$ cat config.mk
export PLATFORM = sky130hd
export DESIGN_NAME = auxfault_bank_reg
export DESIGN_NICKNAME = d
export VERILOG_FILES = /design/src/rtl/auxfault_bank_reg.sv
export SDC_FILE = /design/constraint.sdc
export NUM_CORES = 1
export LEC_CHECK = 0
export BUFFER_PORTS_ARGS = -buffer_cell sky130_fd_sc_hd__buf_4
export CAP_MARGIN = 10
export CORE_MARGIN = 2
export CORE_UTILIZATION = 60
export CTS_BUF_LIST = sky130_fd_sc_hd__clkbuf_8
export DETAILED_ROUTE_END_ITERATION = 12
export GPL_TIMING_DRIVEN = 1
export PLACE_DENSITY = 0.95
export SLEW_MARGIN = 20
export SYNTH_ARGS = -nofsm -noshare
export SYNTH_HDL_FRONTEND = slang
export SYNTH_SLANG_ARGS = --single-unit
$ cat constraint.sdc
create_clock -name clk -period 5.6 [get_ports clk]
set_input_delay 0.28 -clock clk [delete_from_list [all_inputs] [get_ports clk]]
set_output_delay 0.28 -clock clk [all_outputs]
set_load 0.01 [all_outputs]
$ cat src/rtl/auxfault_bank_reg.sv
module auxfault_bank_reg #(
  parameter int          DW      = 32,
  parameter logic [DW-1:0] RST_VAL = '0,
  parameter logic [5:0]  TRAP_EC = 6'h03
) (
  input  logic          clk,
  input  logic          rst_n,
  input  logic          req_valid,
  input  logic          req_write,
  input  logic [3:0]    enc_cp,
  input  logic [2:0]    enc_op1,
  input  logic [3:0]    enc_crn,
  input  logic [3:0]    enc_crm,
  input  logic [2:0]    enc_op2,
  input  logic [1:0]    cur_lvl,
  input  logic          lvl2_en,
  input  logic          lvl2_is32,
  input  logic          lvl3_present,
  input  logic          lvl3_is32,
  input  logic          ns_bit,
  input  logic          grp_trap64,
  input  logic          grp_trap32,
  input  logic          rd_trap64,
  input  logic          rd_trap32,
  input  logic          wr_trap64,
  input  logic          wr_trap32,
  input  logic [DW-1:0] wdata,
  output logic          hit,
  output logic [1:0]    outcome,
  output logic [5:0]    syndrome,
  output logic [DW-1:0] rdata
);
  localparam logic [1:0] OC_OK = 2'd0, OC_UNDEF = 2'd1, OC_TRAP64 = 2'd2, OC_TRAP32 = 2'd3;
  typedef enum logic [1:0] {BK_FLAT, BK_SEC, BK_NSEC} bank_e;

  logic [DW-1:0] cp_sec, cp_nsec, cp_flat;
  logic          l3_banked, grp_hit, vm_hit, wr_ok;
  bank_e         bank;

  assign hit = req_valid && enc_cp == 4'hF && enc_op1 == 3'd0 &&
               enc_crn == 4'h5 && enc_crm == 4'h1 && enc_op2 == 3'd1;

  assign l3_banked = lvl3_present && lvl3_is32;
  assign grp_hit   = lvl2_is32 ? grp_trap32 : grp_trap64;
  assign vm_hit    = req_write ? (lvl2_is32 ? wr_trap32 : wr_trap64)
                               : (lvl2_is32 ? rd_trap32 : rd_trap64);

  always_comb begin
    outcome = OC_OK;
    bank    = BK_FLAT;
    if (hit) begin
      unique case (cur_lvl)
        2'd0: outcome = OC_UNDEF;
        2'd1: begin
          if (lvl2_en && (grp_hit || vm_hit))
            outcome = lvl2_is32 ? OC_TRAP32 : OC_TRAP64;
          else if (l3_banked)
            bank = ns_bit ? BK_NSEC : BK_SEC;
        end
        2'd2: bank = l3_banked ? BK_NSEC : BK_FLAT;
        default: bank = ns_bit ? BK_NSEC : BK_SEC;
      endcase
    end
  end

  assign syndrome = outcome[1] ? TRAP_EC : 6'd0;
  assign wr_ok    = hit && req_write && outcome == OC_OK;

  always_comb begin
    rdata = '0;
    if (hit && !req_write && outcome == OC_OK) begin
      unique case (bank)
        BK_SEC:  rdata = cp_sec;
        BK_NSEC: rdata = cp_nsec;
        default: rdata = cp_flat;
      endcase
    end
  end

  always_ff @(posedge clk or negedge rst_n) begin
    if (!rst_n) begin
      cp_sec  <= RST_VAL;
      cp_nsec <= RST_VAL;
      cp_flat <= RST_VAL;
    end else if (wr_ok) begin
      if (bank == BK_SEC)  cp_sec  <= wdata;
      if (bank == BK_NSEC) cp_nsec <= wdata;
      if (bank == BK_FLAT) cp_flat <= wdata;
    end
  end

  AST_MISS_QUIET: assert property (@(posedge clk) disable iff (!rst_n)
    !hit |-> (outcome == OC_OK && rdata == '0));
  AST_MISS_NO_STORE: assert property (@(posedge clk) disable iff (!rst_n)
    !hit |=> ($stable(cp_sec) && $stable(cp_nsec) && $stable(cp_flat)));
  AST_LVL0_UNDEF: assert property (@(posedge clk) disable iff (!rst_n)
    (hit && cur_lvl == 2'd0) |-> outcome == OC_UNDEF);
  AST_TRAP_SYND: assert property (@(posedge clk) disable iff (!rst_n)
    (outcome == OC_TRAP64 || outcome == OC_TRAP32) |-> syndrome == TRAP_EC);
  AST_NO_L2_NO_TRAP: assert property (@(posedge clk) disable iff (!rst_n)
    (hit && !lvl2_en) |-> !(outcome == OC_TRAP64 || outcome == OC_TRAP32));
  AST_FAULT_NO_STORE: assert property (@(posedge clk) disable iff (!rst_n)
    (req_write && outcome != OC_OK) |=> ($stable(cp_sec) && $stable(cp_nsec) && $stable(cp_flat)));
  AST_FAULT_RD_ZERO: assert property (@(posedge clk) disable iff (!rst_n)
    outcome != OC_OK |-> rdata == '0);
  AST_SYND_IDLE: assert property (@(posedge clk) disable iff (!rst_n)
    (outcome == OC_OK || outcome == OC_UNDEF) |-> syndrome == 6'd0);
endmodule

==> metrics.md <==
| Metric | Value |
|---|---|
| Reg area | `2400 µm²` |
| Via count | `3356` |
| Synth async-reset ratio | `100%` |
| RSZ-0062 raised after global routing | `false` |
| CTS tree | `done` |
| Synth top area share | `51.7%` |
| End of the worst register-to-register path | `cp_sec[27]$_DFFE_PN0P_` |
| Worst-path cell chain | `buf_4 > nand4b_1 > or4_4 > nor3_2 > nand2_1 > or3_1 > ha_1 > buf_4 > a22oi_1 > nor2_1 > a21oi_1 > nor2_1 > buf_4` |
| First-pass GRT wire length | `16600 µm` |
| Row count | `32` |
| CP delay by family, top | `simple AND/OR/NAND/NOR gates` |
| CP bufs+invs | `3` |
| Synth warn | `0` |
| Combinational family with the most area after synthesis | `multiplexers` |
| Top-Level Pins | `108` |
| Critical path startpoint category | `primary input` |
| Mux share of post-synthesis cell area | `24.2%` |
| Multi-input logic area | `2070 µm²` |
| Largest net degree at the start of global routing | `65` |
| Synth area leaders | `dfrtp_1 52%, mux2_2 22%, nor2_1 5.2%, a22oi_1 5.2%, a21oi_1 3.4%` |
| Die W | `92.0 µm` |
| Crit-path max FO | `33` |
| Initial antenna violation count | `0` |
| Max Clock Skew | `0 ps` |
| Layout cells sized above 1 | `47.3%` |
| Count of different cell masters after synthesis | `33` |
| Synth Area in Compound Gates | `9.52%` |
| DRT Pass-1 Iters | `5` |
| Fin Hold WS | `160 ps` |
| Cell with the most instances after synthesis | `dfrtp_1` |
| Hold Fails Final Rpt | `0` |
| Net count, final | `549` |
| Worst Hold End | `cp_flat[13]$_DFFE_PN0P_` |
| CP peak stage delay | `520 ps` |
| Setup violators final | `0` |
| Sink Count | `96` |
| Via-per-instance ratio | `5.73` |
| R2R Path Start | `cp_sec[27]$_DFFE_PN0P_` |
| Post-Synth Adder-Cell Area | `0.807%` |
| Slew HR | `54.6%` |
| HPWL Detailed | `6740 µm` |
| CP arrival | `3160 ps` |
| Pwr/cell area | `220 nW/µm²` |
| Cells after synthesis | `390` |
| Path depth of the worst reg2reg path | `1` |
| N_diodes | `0` |
| Xor-xnor portion of the synthesized cell area | `0%` |
| Clk buf depth | `2` |
| Post-synthesis simple-gate area fraction | `9.04%` |
| Final WS setup | `2160 ps` |
| Worst setup path class | `primary input to primary output` |
| Worst reg-to-reg setup slack | `4800 ps` |
| Tot GR Track Use | `24.7%` |
| Final Max Tran Viols | `0` |
| Lkg Pwr | `2.74 nW` |
| Area Growth Syn to Fin | `21.1%` |
| CTS buffer count | `9` |
| Crit. End Element | `primary output` |
| Placeable Area | `7610 µm²` |
| Least-Margin Pin Slew | `680 ps` |
| Hold Crit Depth | `2` |
| H-tree levels | `3` |
| Antenna Nets Post-Route | `0` |
| Min-delay src | `wdata[13]` |
| Critical Path Most Common Cell | `buf_4` |
| WL per Instance | `17.2 µm` |
| Top cells by count, synth | `96 x dfrtp_1, 92 x mux2_2, 65 x nor2_1` |
| Setup tns final | `0 ps` |
| Mapped Area | `4650 µm²` |
| Max Freq | `290 MHz` |
| Util after Layout | `74.0%` |
| Worst EP required | `5320 ps` |
| Routed wire length | `10100 µm` |
| Die span in y | `92.0 µm` |
| I/O Buffers | `103` |
| Clock Latency Late Sink | `350 ps` |
| Clock Pin Slew Worst Setup and Hold Paths | `100 ps` |
| Syn Area/Cell | `11.9 µm²` |
| # DRC | `0` |
| Pre-CTS setup slack | `1330 ps` |
| Dominant cell type by area after synthesis | `dfrtp_1` |
| Initial Utilization | `61.1%` |
| Number of synthesized flops with an enable pin | `0` |
| Result of the run | `finished, final reports clean` |
| #FFs+latches synth | `96` |
| Fillcell total | `520` |
| Seq/Total Area, Yosys | `51.7%` |
| CP max stage cell | `or4_4` |
| Total of max-cap violations | `0` |
| Crit path time final | `3440 ps` |
| Max IR drop VDD | `111 µV` |
| Violation count after the first detailed-routing iteration | `192` |
| GP Congestion | `0.805` |
| Final cycle utilization of the critical path | `61.5%` |
| Grt total ovfl | `0` |
| Vias in the first global route | `3462` |
| CTS root buf | `clkbuf_8` |
| Die ar. | `8470 µm²` |
| Dominant synthesized flop cell | `dfrtp_1` |
| Post_cts resized | `0` |
| Min-Delay Path Class | `primary input to flip-flop` |
## what timing repair did
| item | CTS | global route |
|---|---|---|
| endpoints found under the hold margin | 40 | 0 |
| hold buffers | 1 | 0 |
| setup buffers | 0 | 0 |
## logic make-up after synthesis
| logic type | count (synthesis) |
|---|---|
| mux | 98 |
| flops | 96 |
| buf+inv | 34 |
| simple gates | 88 |
| fa+ha+maj | 3 |
| other cells | 1 |
| compound gates | 70 |
## how the worst max path moves through the flow
stage,from,end,slack [ps],cells past startpoint
floorplan,enc_crn[1],rdata[10],2580,12
global placement,enc_crn[1],cp_sec[28]$_DFFE_PN0P_,1440,9
detailed placement,enc_crn[1],cp_sec[27]$_DFFE_PN0P_,1330,9
CTS,enc_crn[1],cp_sec[27]$_DFFE_PN0P_,1700,9
global route,enc_crn[1],rdata[3],1910,11
finish,enc_crn[1],rdata[9],2160,13
## where the power goes
group	switching [mW]	internal, mW	leakage [nW]
logic	0.0341	0.0347	1.29
clock network	0.244	0.233	0.102
registers	0.00000405	0.693	1.34
## routing by layer
metal / GRT usage, % / wire length (µm) / up-vias
li1: - / - / 1562
met1: 34.2 / 4430 / 1688
met2: 40.6 / 5150 / 95
met3: 4.19 / 418 / 11
met4: 7.46 / 104 / 0
met5: 0 / 0 / -
## final cells by class
class	instances	share of cell area (%)
repair buffers	108	14.4
clock buffers	11	2.69
multi-input cells	263	36.8
well taps	102	2.27
flip-flops and latches	96	42.6
inverters	1	0.0666
clock inverters	5	1.11
## sequential cells by signal (all words and copies together) (netlist names)
signal,count
cp_flat,32
cp_nsec,32
cp_sec,32
## per-stage QoR
stage	power [mW]	cells	instance area, µm²
detailed placement	0.775	569	5380
finish	1.24	586	5630
global route	1.27	586	5630
CTS	1.24	586	5610
floorplan	0.717	393	4660
global placement	0.772	569	5380
## placed cells by master (no fill, tap or decap), types with 4 or more instances in the layout
master	instances
clkbuf_8	11
nor2_1	65
a22oi_1	32
mux2_4	6
a21oi_1	32
buf_4	107
nand2_1	6
mux2_2	92
dfrtp_1	96
conb_1	4
No activity file was read; power rests on OpenSTA's default activity.
